$ cat src/rtl/nibble_run_expander.sv
module nibble_run_expander #(
  parameter int CODE_W = 4
) (
  input  logic                  clk,
  input  logic                  rst,
  input  logic                  in_valid,
  output logic                  in_ready,
  input  logic [2*CODE_W-1:0]   in_byte,
  output logic                  out_valid,
  input  logic                  out_ready,
  output logic                  out_bit,
  output logic                  err
);
  localparam int BYTE_W = 2 * CODE_W;
  localparam int RSVD   = (1 << CODE_W) - 1;
  localparam int LONG   = (1 << CODE_W) - 2;

  logic              hold, sel, phase;
  logic [CODE_W-1:0] cnt;
  logic [BYTE_W-1:0] byte_q;

  logic [CODE_W-1:0] nib;
  logic is_rsvd, is_long, fire, skip, nib_done;

  assign nib      = sel ? byte_q[CODE_W-1:0] : byte_q[BYTE_W-1:CODE_W];
  assign is_rsvd  = (nib == CODE_W'(RSVD));
  assign is_long  = (nib == CODE_W'(LONG));
  assign in_ready = !hold;
  assign out_valid = hold && (phase || !is_rsvd);
  assign out_bit  = phase || is_long;
  assign fire     = out_valid && out_ready;
  assign skip     = hold && !phase && is_rsvd;
  assign nib_done = skip || (fire && (phase ? (cnt == CODE_W'(1)) : (nib == '0)));

  always_ff @(posedge clk) begin
    if (rst) begin
      hold   <= 1'b0;
      sel    <= 1'b0;
      phase  <= 1'b0;
      cnt    <= '0;
      byte_q <= '0;
      err    <= 1'b0;
    end else begin
      if (in_valid && in_ready) begin
        byte_q <= in_byte;
        hold   <= 1'b1;
        sel    <= 1'b0;
        phase  <= 1'b0;
      end else if (nib_done) begin
        phase <= 1'b0;
        cnt   <= '0;
        if (sel) begin
          hold <= 1'b0;
          sel  <= 1'b0;
        end else begin
          sel <= 1'b1;
        end
      end else if (fire) begin
        if (phase) begin
          cnt <= cnt - CODE_W'(1);
        end else begin
          phase <= 1'b1;
          cnt   <= is_long ? CODE_W'(LONG - 1) : nib;
        end
      end
      if (skip) err <= 1'b1;
    end
  end


  stall_hold_chk: assert property (@(posedge clk) disable iff (rst)
    out_valid && !out_ready |=> out_valid && $stable(out_bit));


  accept_block_chk: assert property (@(posedge clk) disable iff (rst)
    in_valid && in_ready |=> !in_ready);


  err_sticky_chk: assert property (@(posedge clk) disable iff (rst)
    err |=> err);


  run_bound_chk: assert property (@(posedge clk) disable iff (rst)
    cnt <= CODE_W'(LONG - 1));


  zero_then_one_chk: assert property (@(posedge clk) disable iff (rst)
    fire && !out_bit && nib != '0 |=> out_valid && out_bit);
endmodule

$ cat config.mk
export PLATFORM = sky130hd
export DESIGN_NAME = nibble_run_expander
export DESIGN_NICKNAME = d
export VERILOG_FILES = /design/src/rtl/nibble_run_expander.sv
export SDC_FILE = /design/constraint.sdc
export NUM_CORES = 1
export LEC_CHECK = 0
export BUFFER_PORTS_ARGS = -buffer_cell sky130_fd_sc_hd__buf_2
export CAP_MARGIN = 20
export CORE_UTILIZATION = 50
export CTS_CLUSTER_DIAMETER = 200
export DETAILED_ROUTE_END_ITERATION = 7
export GPL_TIMING_DRIVEN = 0
export PLACE_DENSITY_LB_ADDON = 0.05
export SLEW_MARGIN = 5
export SYNTH_ARGS = -nofsm -noshare
export SYNTH_HDL_FRONTEND = slang
export SYNTH_SLANG_ARGS = --single-unit
$ cat constraint.sdc
create_clock -name clk -period 2.8 [get_ports clk]
set_clock_uncertainty 0.1 [all_clocks]
set_input_delay 0.14 -clock clk [delete_from_list [all_inputs] [get_ports clk]]
set_output_delay 0.14 -clock clk [all_outputs]
set_load 0.02 [all_outputs]
==> impl_results.md, run 1 <==
* Status: finished, final reports clean
* Final Setup Violations at 0
* Tot GR Track Use at between 20% and 30%
* Post-synth top flop: dfxtp_1
* Final hold vios at 0
* H-tree depth at 1
* Seq/Total Area, Yosys at about 36%
* Power Dens Cells at around 450 nW/µm²
* Setup TNS at 0 ns
* Initial Util at between 50% and 60%
* PortBufs at 15
* Clock slew at reported path FFs at roughly 0.09 ns
* Postcts setup bufs at 0
* Initial antenna violation count at 0
* Crit Path Class: reg -> out
* Most frequent cells after synthesis: 22 x nand2_1, 16 x dfxtp_1, 13 x a21oi_1, 6 x nor2_1, 5 x nor2b_1
* Min cycle time layout at between 1.5 and 2 ns
* Max-slew headroom at the worst pin at between 60% and 70%
* Vias in the first global route at between 700 and 800
* CTS Buf Count at 3
* VDD IR-drop max at roughly 270 µV
* Die Y at between 40 and 50 µm
* Mapped Cells at between 100 and 150
* RSZ-0062 raised after global routing: false
* Top cell type's share of synthesized area at a little over a third
* ANT nets after route at 0
* Fillers at roughly 140
* GP Congestion at about 0.79
* First-pass GRT wire length at approximately 3200 µm
* Worst-margin pin slew at between 0.5 and 0.6 ns
* Detailed-route wire length at about 1900 µm
* Drt wl/cell at 12.9 µm
* CP startpoint kind: flop
* Max clock buf depth at 2
* DR vias/cell at ~5.6
* CP Capture Type: primary output
* Clock Latency Late Sink at approximately 0.29 ns
* ANT cells at 0
* Grt total ovfl at 0
* Crit path max-delay family: compound AO/OA/AOI/OAI gates
* Via count at just over 800
* Worst min-delay path category: in -> reg
* DP Area at slightly below 1000 µm²
* Yosys top cell by area: dfxtp_1
* CP arrival at roughly 1.7 ns
* Worst Path Required at about 2.6 ns
* Cts repair resizes at 0
* Post-Syn Area at 885 µm²
* Drt initial violations at 13
* Max-Cap Viols at 0
* Crit path largest cell delay at about 0.44 ns
* Slowest-stage cell, CP: a211oi_2
* Fraction of registers with async set/reset at 0%
* CTS tree: yes
* Final Slew Violations at 0
* Pin count of the biggest net entering global routing at 11
* Top cells by area, synth: dfxtp_1 36%, nand2_1 9.3%, a21oi_1 7.4%
* LEAKAGE at between 0.4 and 0.5 nW
* Clk sinks at 16
* Fin crit share at between 70% and 80%
* # IOs at 16
* DIE WIDTH at 44.1 µm
* Final Cell Area at 1110 µm²
* First drt pass iteration count at 6
* Area added between synthesis and finish at 25.0%
* Total Die Area at just under 2000 µm²
* Hpwl dp at 1400 µm
* Critical path cell sequence: buf_6, nand4_2, a211oi_2, nor2_1, buf_2
* Post-synthesis net count at 118
* Worst Path Max Fanout at 10
* Layout cells sized above 1 at a little over a fifth
* Avg Inst Size Synth at 8.51 µm²
* Number of placement rows at 14
* Critical path buffers and inverters at 2
* Syn. warnings at 0
* Most frequent cell after synthesis: nand2_1
* Number of synthesized flops with an enable pin at 0
* Fmax at slightly above 500 MHz
* Fin nets at between 100 and 150
* Count of different cell masters after synthesis at 35
* Placeable Area at ~1600 µm²
* Yosys reg bits at 16
* Residual DRC at 0
* CTS Root Buffer Type: clkbuf_4
## metrics by stage
step | hold slack [ns] | power (mW) | setup WS, ns | instances | utilization [%]
after CTS | 0.0827 | 0.505 | 0.831 | 148 | 70.2
final | 0.0889 | 0.499 | 0.835 | 148 | 70.2
after global routing | 0.124 | 0.523 | 0.729 | 148 | 70.2
after detailed placement | 0.267 | 0.340 | 0.966 | 135 | 62.1
after floorplan | 0.112 | 0.316 | 1.10 | 104 | -
after global placement | 0.270 | 0.338 | 1.00 | 135 | 62.1
## placed cells by master (no fill, tap or decap), types with 2 or more instances in the layout
cell	Yosys	final
xnor2_1	2	2
a211oi_1	3	3
clkbuf_1	2	2
a211oi_2	2	2
dlygate4sd3_1	0	9
dfxtp_1	16	16
a21oi_1	13	13
inv_1	4	4
nor2b_1	5	5
nor2_1	6	6
buf_2	0	15
a221o_1	2	2
clkbuf_4	0	3
a21o_1	3	3
ha_1	2	2
nand2_1	22	22
## tightest hold or removal path, delay by kind of cell
family | cells | cell delay, ns
buffers and inverters | 1 | 0.11
and+or+nand+nor | 1 | 0.12
AOI/OAI and AO/OA | 1 | 0.07
## power breakdown
part           internal, mW  leakage, nW  switching, mW  total, mW
combinational        0.0483        0.302         0.0483     0.0966
sequential            0.238        0.131         0.0111      0.249
clock                0.0793       0.0210         0.0747      0.154
## area by class of cell
class / instances / area, µm² / share of cell area, %
multi-input combinational: 79 / 507 / 45.8
sequential: 16 / 320 / 29.0
timing repair buffer: 24 / 165 / 14.9
buffer: 5 / 42.5 / 3.85
clock buffer: 4 / 36.3 / 3.28
tap: 16 / 20.0 / 1.81
inverter: 4 / 15.0 / 1.36
## sequential cells by signal, summed over array words and instances, names as in the netlist
signal	flops
hold	1
cnt	4
err	1
byte_q	8
sel	1
phase	1
## cells by family after synthesis
| logic type | Yosys count | synth area share (%) |
|---|---|---|
| compound gates | 31 | 26.2 |
| xor+xnor | 2 | 1.98 |
| fa+ha+maj | 2 | 2.83 |
| buf+inv | 9 | 6.51 |
| flops | 16 | 36.2 |
| mux | 1 | 1.13 |
| simple gates | 43 | 25.2 |
## path summary, 6_finish.rpt
| path | startpoint | to | slack, ns | cells after the start |
|---|---|---|---|---|
| worst max-delay path | sel | out_valid | 0.83 | 5 |
| worst min-delay path | in_valid | hold | 0.09 | 3 |
| worst max register to register | cnt[1] | cnt[0] | 0.95 | 7 |
| worst min register to register | err | err | 0.37 | 2 |
## routing by layer
layer / up-vias / wire (µm) / track usage (%)
met2: 17 / 875 / 37.1
met1: 379 / 938 / 28.5
met3: 7 / 43 / 2.45
met5: - / 0 / 0
li1: 428 / - / -
met4: 0 / 50 / 10.9
## timing repair
| action | 4_1_cts | 5_1_grt |
|---|---|---|
| hold buffers | 9 | 0 |
| endpoints found under the setup margin | 0 | 0 |
| endpoints found under the hold margin | 10 | 0 |
Power figures use the tool's default switching activity.
==> run 2: changes to the inputs <==
--- a/config.mk
+++ b/config.mk
@@ -7,7 +7,7 @@
 export LEC_CHECK = 0
 export BUFFER_PORTS_ARGS = -buffer_cell sky130_fd_sc_hd__buf_2
 export CAP_MARGIN = 20
-export CORE_UTILIZATION = 50
+export CORE_UTILIZATION = 48
 export CTS_CLUSTER_DIAMETER = 200
 export DETAILED_ROUTE_END_ITERATION = 7
 export GPL_TIMING_DRIVEN = 0
==> constraint.sdc (replaced) <==
create_clock -name clk -period 1.75 [get_ports clk]
set_clock_uncertainty 0.1 [all_clocks]
set_input_delay 0.0875 -clock clk [delete_from_list [all_inputs] [get_ports clk]]
set_output_delay 0.0875 -clock clk [all_outputs]
set_load 0.02 [all_outputs]
==> run 2 against run 1 <==
The run now ends with negative setup slack left. Hold slack worse by 0.0070 ns. Sequential cell count stayed put. Clock power is 60% higher. Critical path depth is 2 higher. Sequential power is 60% higher. Count of clock-buffer cells in the layout stayed put. Die area is 4.0% higher. Register-to-register slack worse by 0.98 ns. Sequential share of layout area is 2.0 points lower. Non-clock buffer count is 5 higher. Design area is 12% higher.
==> impl_results.md, run 2 (same netlist as run 1, synthesis figures left out) <==
* Max-Cap Viols at 0
* Worst Path Required at about 1.9 ns
* LEAKAGE at roughly 0.49 nW
* Worst-margin pin slew at between 0.4 and 0.5 ns
* Failing checks: negative setup slack
* Crit path max-delay family: compound AO/OA/AOI/OAI gates
* Drt wl/cell at around 12 µm
* Detailed-route wire length at ~1900 µm
* WHS at roughly 0.08 ns
* Tot GR Track Use at 22.8%
* Part of the power in the clock network at 30.3%
* Drt initial violations at 11
* Layout cells sized above 1 at between 30% and 40%
* Min cycle time layout at approximately 1.8 ns
* H-tree depth at 1
* Int Power at between 0.5 and 0.6 mW
* Most common cell after layout, fill and taps aside: nand2_1
* CP arrival at between 1.5 and 2 ns
* Final worst-path setup slack at -0.0251 ns
* Residual DRC at 0
* VDD IR-drop max at 559 µV
* Clk sinks at 16
* PortBufs at 15
* Final hold vios at 0
* Initial Util at 51.2%
* Clock Latency Late Sink at 0.29 ns
* Via count at between 800 and 900
* Power Total at roughly 0.82 mW
* CP startpoint kind: flop
* CTS tree: yes
* Combinational share of power at between 20% and 30%
* DP Area at roughly 990 µm²
* Final Slew Violations at 0
* Max reg flops at 8
* Status: finished, violations left
* Final Setup Violations at 2
* First-pass GRT wire length at about 3300 µm
* CTS Buf Count at 3
* Largest regs: byte_q (8), cnt (4)
* Hpwl dp at 1350 µm
* Critical path cell sequence: inv_2, ha_4, nor4bb_4, a21o_1, or3_4, a221o_1, a21oi_1
* Placeable Area at roughly 1700 µm²
* Commonest cells after routing, fill and taps aside: 22 x nand2_1, 15 x buf_2, 12 x dfxtp_1, 11 x a21oi_1, 9 x dlygate4sd3_1
* Area added between synthesis and finish at 39.7%
* Number of placement rows at 15
* # IOs at 16
* Pin count of the biggest net entering global routing at 11
* Worst min-delay path category: in -> reg
* Die Y at ~45 µm
* CTS Root Buffer Type: clkbuf_4
* Final Cell Area at between 1000 and 1500 µm²
* Switching pwr at approximately 0.22 mW
* Total Die Area at ~2000 µm²
* ANT cells at 0
* Reg2reg setup slack at -0.03 ns
* Slowest-stage cell, CP: or3_4
* Vias in the first global route at 764
* DR vias/cell at 5.16
* Grt total ovfl at 0
* Crit path largest cell delay at around 0.36 ns
* Crit Path Class: reg -> reg
* Util after Layout at between 70% and 80%
* Sequential share of power at around half
* Power Dens Cells at 660 nW/µm²
* Most flop-heavy register: byte_q
* First drt pass iteration count at 4
* ANT nets after route at 0
* Fmax at ~560 MHz
* GP Congestion at roughly 0.8
* CP Capture Type: flop
* Max clock buf depth at 2
* Clock slew at reported path FFs at 0.09 ns
* Fin nets at 152
* Worst Path Max Fanout at 4
* Sw frac at a little over a quarter
* Critical path buffers and inverters at 1
* Fin crit share at 101%
* RSZ-0062 raised after global routing: true
* Initial antenna violation count at 0
* DIE WIDTH at around 45 µm
* Max-slew headroom at the worst pin at slightly above 70%
## run 2: per-layer routing
metal | GRT usage [%] | part of all wire [%]
met3 | 2.40 | 2.1
met5 | 0 | 0
met2 | 39.7 | 50
met1 | 27.1 | 47
met4 | 12.7 | 1.5
## run 2: per-stage QoR
stage               cells  TNS, ns  setup WS (ns)
floorplan             104        0         0.0453
global placement      144   -0.114        -0.0559
detailed placement    144   -0.232        -0.0731
CTS                   161  -0.0241        -0.0133
global route          162   -0.328        -0.0718
finish                162  -0.0339        -0.0251
## run 2: final cells by class
cell class | count | area (µm²)
Fill cell | 140 | 490
Buffer | 5 | 46.3
Tap cell | 25 | 31.3
Multi-Input combinational cell | 79 | 572
Sequential cell | 16 | 333
Inverter | 4 | 15.0
Clock buffer | 4 | 36.3
Timing Repair Buffer | 29 | 203
## run 2: power by group through the flow
| stage | clock network (mW) | logic [mW] | registers (mW) |
|---|---|---|---|
| after floorplan | 0 | 0.103 | 0.402 |
| after global placement | 0 | 0.135 | 0.406 |
| after detailed placement | 0 | 0.137 | 0.406 |
| after CTS | 0.255 | 0.157 | 0.397 |
| after global routing | 0.270 | 0.187 | 0.402 |
| final | 0.247 | 0.170 | 0.398 |
## run 2: worst paths after layout
kind                  from      to  cells after the start
setup / recovery    cnt[1]  cnt[0]                      7
hold / removal    in_valid     sel                      4
setup reg to reg    cnt[1]  cnt[0]                      7
hold reg to reg        err     err                      2
## run 2: timing repair
action | CTS | global route
gates cloned | 0 | 0
gates resized for setup | 9 | 13
buffers inserted | 4 | 1
endpoints found under the setup margin | 7 | 8
hold endpoints to repair | 10 | 0
hold buffers | 9 | 0
pin swaps | 4 | 7
## run 2: tightest hold or removal path, delay by kind of cell
kind / cells / cell delay (ns)
and+or+nand+nor: 1 / 0.06
AOI/OAI and AO/OA: 2 / 0.19
buffers and inverters: 1 / 0.10
